<file path="config.mk">
export PLATFORM = sky130hd
export DESIGN_NAME = dllrg_read_lockout
export DESIGN_NICKNAME = d
export VERILOG_FILES = /design/src/rtl/dllrg_pkg.sv /design/src/rtl/dllrg_mr_shadow.sv /design/src/rtl/dllrg_lock_timer.sv /design/src/rtl/dllrg_read_gate.sv /design/src/rtl/dllrg_read_lockout.sv
export SDC_FILE = /design/constraint.sdc
export NUM_CORES = 1
export LEC_CHECK = 0
export BUFFER_PORTS_ARGS = -buffer_cell sky130_fd_sc_hd__buf_2
export CAP_MARGIN = 15
export CORE_AREA = 2 2 51 53
export DETAILED_ROUTE_END_ITERATION = 8
export DIE_AREA = 0 0 53 55
export PLACE_DENSITY = 0.76
export SLEW_MARGIN = 30
export SYNTH_ARGS = -nofsm -noshare
export SYNTH_HDL_FRONTEND = slang
export SYNTH_SLANG_ARGS = --single-unit
</file>
<file path="constraint.sdc">
create_clock -name clk_i -period 3 [get_ports clk_i]
set_input_delay 0.3 -clock clk_i [delete_from_list [all_inputs] [get_ports clk_i]]
set_output_delay 0.3 -clock clk_i [all_outputs]
set_load 0.02 [all_outputs]
</file>
<file path="src/rtl/dllrg_pkg.sv">
package dllrg_pkg;

  // Defaults shared by the block and its checker.
  localparam int unsigned MR_W_DEF        = 13;
  localparam int unsigned TRIG_BIT_DEF    = 8;
  localparam int unsigned LOCK_CYCLES_DEF = 512;

  // Lock-wait sequencer state.
  typedef enum logic {
    LK_IDLE = 1'b0,
    LK_WAIT = 1'b1
  } lk_state_e;

endpackage

</file>
<file path="src/rtl/dllrg_mr_shadow.sv">
module dllrg_mr_shadow #(
  parameter int unsigned MR_W     = dllrg_pkg::MR_W_DEF,
  parameter int unsigned TRIG_BIT = dllrg_pkg::TRIG_BIT_DEF
) (
  input  logic            clk_i,
  input  logic            rst_ni,
  input  logic            mrw_valid_i,
  input  logic [MR_W-1:0] mrw_value_i,
  output logic            trig_o,
  output logic [MR_W-1:0] shadow_o
);

  localparam logic [MR_W-1:0] TRIG_MASK = MR_W'(1) << TRIG_BIT;

  logic [MR_W-1:0] shadow_q, shadow_d;
  logic            shadow_en;

  assign trig_o = mrw_valid_i & mrw_value_i[TRIG_BIT];

  // A write loads the whole value. Otherwise the trigger bit is cleared
  // whenever it is set, so it never survives past one cycle.
  always_comb begin
    shadow_d  = shadow_q;
    shadow_en = 1'b0;
    if (mrw_valid_i) begin
      shadow_d  = mrw_value_i;
      shadow_en = 1'b1;
    end else if (shadow_q[TRIG_BIT]) begin
      shadow_d  = shadow_q & ~TRIG_MASK;
      shadow_en = 1'b1;
    end
  end

  always_ff @(posedge clk_i or negedge rst_ni) begin
    if (!rst_ni) begin
      shadow_q <= '0;
    end else if (shadow_en) begin
      shadow_q <= shadow_d;
    end
  end

  assign shadow_o = shadow_q;

endmodule

</file>
<file path="src/rtl/dllrg_lock_timer.sv">
module dllrg_lock_timer
  import dllrg_pkg::*;
#(
  parameter int unsigned LOCK_CYCLES = LOCK_CYCLES_DEF
) (
  input  logic clk_i,
  input  logic rst_ni,
  input  logic trig_i,
  input  logic cke_i,
  output logic lock_o,
  output logic cke_fault_o
);

  localparam int unsigned CNT_W = $clog2(LOCK_CYCLES + 1);
  localparam logic [CNT_W-1:0] CNT_LAST = CNT_W'(LOCK_CYCLES - 1);

  lk_state_e        state_q, state_d;
  logic [CNT_W-1:0] cnt_q, cnt_d;
  logic             cnt_en;

  assign cke_fault_o = (state_q == LK_WAIT) & ~cke_i;

  // Next-state logic. A trigger always wins and restarts from zero.
  always_comb begin
    state_d = state_q;
    cnt_d   = cnt_q;
    cnt_en  = 1'b0;
    if (trig_i) begin
      state_d = LK_WAIT;
      cnt_d   = '0;
      cnt_en  = 1'b1;
    end else if (state_q == LK_WAIT) begin
      cnt_en = 1'b1;
      if (!cke_i) begin
        cnt_d = '0;
      end else if (cnt_q == CNT_LAST) begin
        state_d = LK_IDLE;
        cnt_d   = '0;
      end else begin
        cnt_d = cnt_q + CNT_W'(1);
      end
    end
  end

  always_ff @(posedge clk_i or negedge rst_ni) begin
    if (!rst_ni) begin
      state_q <= LK_IDLE;
    end else begin
      state_q <= state_d;
    end
  end

  always_ff @(posedge clk_i or negedge rst_ni) begin
    if (!rst_ni) begin
      cnt_q <= '0;
    end else if (cnt_en) begin
      cnt_q <= cnt_d;
    end
  end

  assign lock_o = (state_q == LK_WAIT);

endmodule

</file>
<file path="src/rtl/dllrg_read_gate.sv">
module dllrg_read_gate (
  input  logic clk_i,
  input  logic rst_ni,
  input  logic lock_i,
  input  logic cke_fault_i,
  input  logic rd_req_i,
  output logic rd_grant_o,
  output logic viol_o
);

  logic viol_q, viol_d;

  assign rd_grant_o = rd_req_i & ~lock_i;

  // A refused read or a clock-enable drop in the wait flags one cycle later.
  always_comb begin
    viol_d = (lock_i & rd_req_i) | cke_fault_i;
  end

  always_ff @(posedge clk_i or negedge rst_ni) begin
    if (!rst_ni) begin
      viol_q <= 1'b0;
    end else begin
      viol_q <= viol_d;
    end
  end

  assign viol_o = viol_q;

endmodule

</file>
<file path="src/rtl/dllrg_read_lockout.sv">
module dllrg_read_lockout
  import dllrg_pkg::*;
#(
  parameter int unsigned MR_W        = MR_W_DEF,
  parameter int unsigned TRIG_BIT    = TRIG_BIT_DEF,
  parameter int unsigned LOCK_CYCLES = LOCK_CYCLES_DEF
) (
  input  logic            clk_i,
  input  logic            rst_ni,
  input  logic            mrw_valid_i,
  input  logic [MR_W-1:0] mrw_value_i,
  input  logic            cke_i,
  input  logic            rd_req_i,
  output logic            rd_grant_o,
  output logic            lockout_o,
  output logic [MR_W-1:0] mr_shadow_o,
  output logic            viol_o
);

  logic trig;
  logic lock;
  logic cke_fault;

  dllrg_mr_shadow #(
    .MR_W     (MR_W),
    .TRIG_BIT (TRIG_BIT)
  ) shadow_i (
    .clk_i       (clk_i),
    .rst_ni      (rst_ni),
    .mrw_valid_i (mrw_valid_i),
    .mrw_value_i (mrw_value_i),
    .trig_o      (trig),
    .shadow_o    (mr_shadow_o)
  );

  dllrg_lock_timer #(
    .LOCK_CYCLES (LOCK_CYCLES)
  ) timer_i (
    .clk_i       (clk_i),
    .rst_ni      (rst_ni),
    .trig_i      (trig),
    .cke_i       (cke_i),
    .lock_o      (lock),
    .cke_fault_o (cke_fault)
  );

  dllrg_read_gate gate_i (
    .clk_i       (clk_i),
    .rst_ni      (rst_ni),
    .lock_i      (lock),
    .cke_fault_i (cke_fault),
    .rd_req_i    (rd_req_i),
    .rd_grant_o  (rd_grant_o),
    .viol_o      (viol_o)
  );

  assign lockout_o = lock;

endmodule

</file>
==> results.json <==
{
  "status": "finished, final reports clean",
  "cts.htree.levels": 1,
  "die-area_mm2": 0.00292,
  "gp_congestion": 0.906,
  "clk_latency_ps": 310,
  "ys_ff_latch": 25,
  "holdWs_ps": 192,
  "ys.flop_type": "dfrtp_1",
  "core_area_mm2": 0.00236,
  "synthArstFlopShare": 1.00,
  "numCtsBuffers": 3,
  "critical_path.endpoint_type": "register",
  "synth_area_leaders": "dfrtp_1 (55%), mux2_2 (12%), nand2_1 (3.0%), nand3_1 (2.6%), o31ai_1 (2.6%)",
  "clock.fmax_mhz": 588,
  "path_class": "register to register",
  "worstPathArrival_ps": 1890,
  "clock_path_buffers": 2,
  "cts_sinks": 25,
  "die_w_um": 53,
  "dr_total_vias": 874,
  "timing.setup.tns_ps": 0,
  "area_growth_pct": 18.7,
  "synth_edf_count": 0,
  "syn-num-nets": 115,
  "vias_per_cell": 5.46,
  "crit_path_start_kind": "register",
  "die_h_um": 55,
  "crit_path_max_fanout": 4,
  "finalSetupViolations": 0,
  "postRouteAntennaNets": 0,
  "fp-row-count": 18,
  "yosysMostFrequentCell": "dfrtp_1",
  "cts_tree": "built",
  "place_area_mm2": 0.00132,
  "drcViolationCount": 0,
  "final_hold_viol_count": 0,
  "hp-start": "cke_i",
  "grt_max_degree": 26,
  "required_ps": 3190,
  "drive_gt1_frac": 0.408,
  "relSlewSlack": 0.446,
  "root_buffer": "clkbuf_4",
  "slowest_stage": "dfrtp_1",
  "ys_warn_count": 0,
  "fill_cells": 202,
  "synth_top_area_cell": "dfrtp_1",
  "synth_common_cells": "dfrtp_1 (25), mux2_2 (12), nand2_1 (9)",
  "hp-class": "input port to register",
  "rsz0062_at_grt": "no",
  "antenna_found_initial": 0,
  "synth_cells": 96,
  "ir_worst_vdd_uv": 298,
  "skew_ps": 1.91,
  "finalMaxSlewViolations": 0,
  "start_util": 0.483,
  "cpPeakStageDelay_ps": 440,
  "layout.nets": 150,
  "timing.final.crit_period_ps": 1700,
  "grt-ovfl-total": 0,
  "leakage_uw": 0.000615,
  "max_slew.worst_pin.slew_ps": 830,
  "grt_pass1_vias": 780,
  "ys_seq_area_frac": 0.548,
  "drt_iter0_markers": 14,
  "wire_per_inst_um": 12.6,
  "ios": 34,
  "crit_path_start": "timer_i.cnt_q[0]",
  "fin_crit_sh": 0.567,
  "place.detailed.hpwl_mm": 1.49,
  "power_density_mw_per_mm2": 449,
  "yosys.area.top_type_share": 0.548,
  "clk_transition_reported_paths_ps": 120,
  "r2r_start": "timer_i.cnt_q[0]",
  "grt_pass1_wl_mm": 3.43,
  "cap_violations": 0,
  "netlist_area_mm2": 0.00114,
  "antenna_cells": 0,
  "stdcell_area_mm2": 0.00136,
  "wl_mm": 2.02,
  "synth.distinct_cells": 35,
  "gr-usage-all-layers": 0.162,
  "crit_chain": "ha_1 -> and4_1 -> a31oi_1 -> nand3_1 -> o311ai_0",
  "syn_avg_cell_area_um2": 11.9,
  "io_buffers": 33,
  "drtPass1Iterations": 4
}
-- registers in the layout, indices dropped and copies added, names as in the netlist --
name	count
gate_i.viol_o	1
shadow_i.shadow_o	13
timer_i.cnt_q	10
timer_i.lock_o	1
-- report_power, final --
part / internal [uW] / total, uW / switching [uW]
logic: 42.3 / 98.4 / 56.1
clock network: 51.9 / 144 / 92.6
registers: 357 / 366 / 9.43
total: 451 / 609 / 158
-- metrics by stage --
step	worst slack (ps)	power, uW	util	cells
6_report	1300	609	0.574	160
5_1_grt	1220	638	0.574	160
4_1_cts	1320	618	0.574	160
3_5_place_dp	1290	472	0.558	155
3_3_place_gp	1380	469	0.558	155
2_1_floorplan	1620	432	-	96
-- layout by cell type, fill, tap and decap left out, types with 2 or more instances in the layout --
cell | netlist | routed
buf_2 | 2 | 33
dfrtp_1 | 25 | 25
mux2_2 | 12 | 12
nand2_1 | 9 | 9
nand3_1 | 6 | 6
a21oi_1 | 5 | 5
o21ai_0 | 4 | 4
o31ai_1 | 4 | 4
clkbuf_4 | 0 | 3
nor2_1 | 2 | 2
a31oi_1 | 2 | 2
-- critical path: cells and delay by family, from the launching register on --
kind                       cells  cell delay [ps]
AOI/OAI and AO/OA              2              560
and+or+nand+nor                2              330
DFF                            1              440
adders and majority gates      1              260
-- per-layer routing --
metal | GRT usage | wire length (um) | vias to the layer above
met1 | 0.202 | 916 | 405
li1 | - | - | 430
met2 | 0.283 | 941 | 34
met4 | 0.0641 | 34 | 0
met3 | 0.0242 | 128 | 5
met5 | 0 | 0 | -
-- what timing repair did --
item	in CTS	in global routing
endpoints found under the setup margin	0	0
buffers inserted	0	0
endpoints found under the hold margin	25	0
gates resized for setup	0	0
hold buffers	1	0
-- final timing paths --
path	end	cells after the start	slack (ps)
min in group asynchronous	shadow_i.shadow_o[5]	2	480
worst max-delay path	timer_i.cnt_q[5]	5	1300
worst max register to register	timer_i.cnt_q[5]	5	1300
worst min-delay path	gate_i.viol_o	2	190
worst min register to register	shadow_i.shadow_o[0]	1	520
max in group asynchronous	timer_i.cnt_q[6]	2	2160
-- cells by family after synthesis --
logic type / count (synthesis) / synth area share
simple gates: 28 / 0.135
compound gates: 25 / 0.163
flops: 25 / 0.548
mux: 12 / 0.118
buf+inv: 5 / 0.0252
fa+ha+maj: 1 / 0.0110
-- area by class of cell --
class                      instances  area (um2)  area share
multi-input combinational         66         488       0.360
inverter                           1        3.75     0.00277
sequential                        25         626       0.461
tap                               30        37.5      0.0277
timing repair buffer              34         175       0.129
clock buffer                       4        26.3      0.0194
No activity file was read; power rests on OpenSTA's default activity.
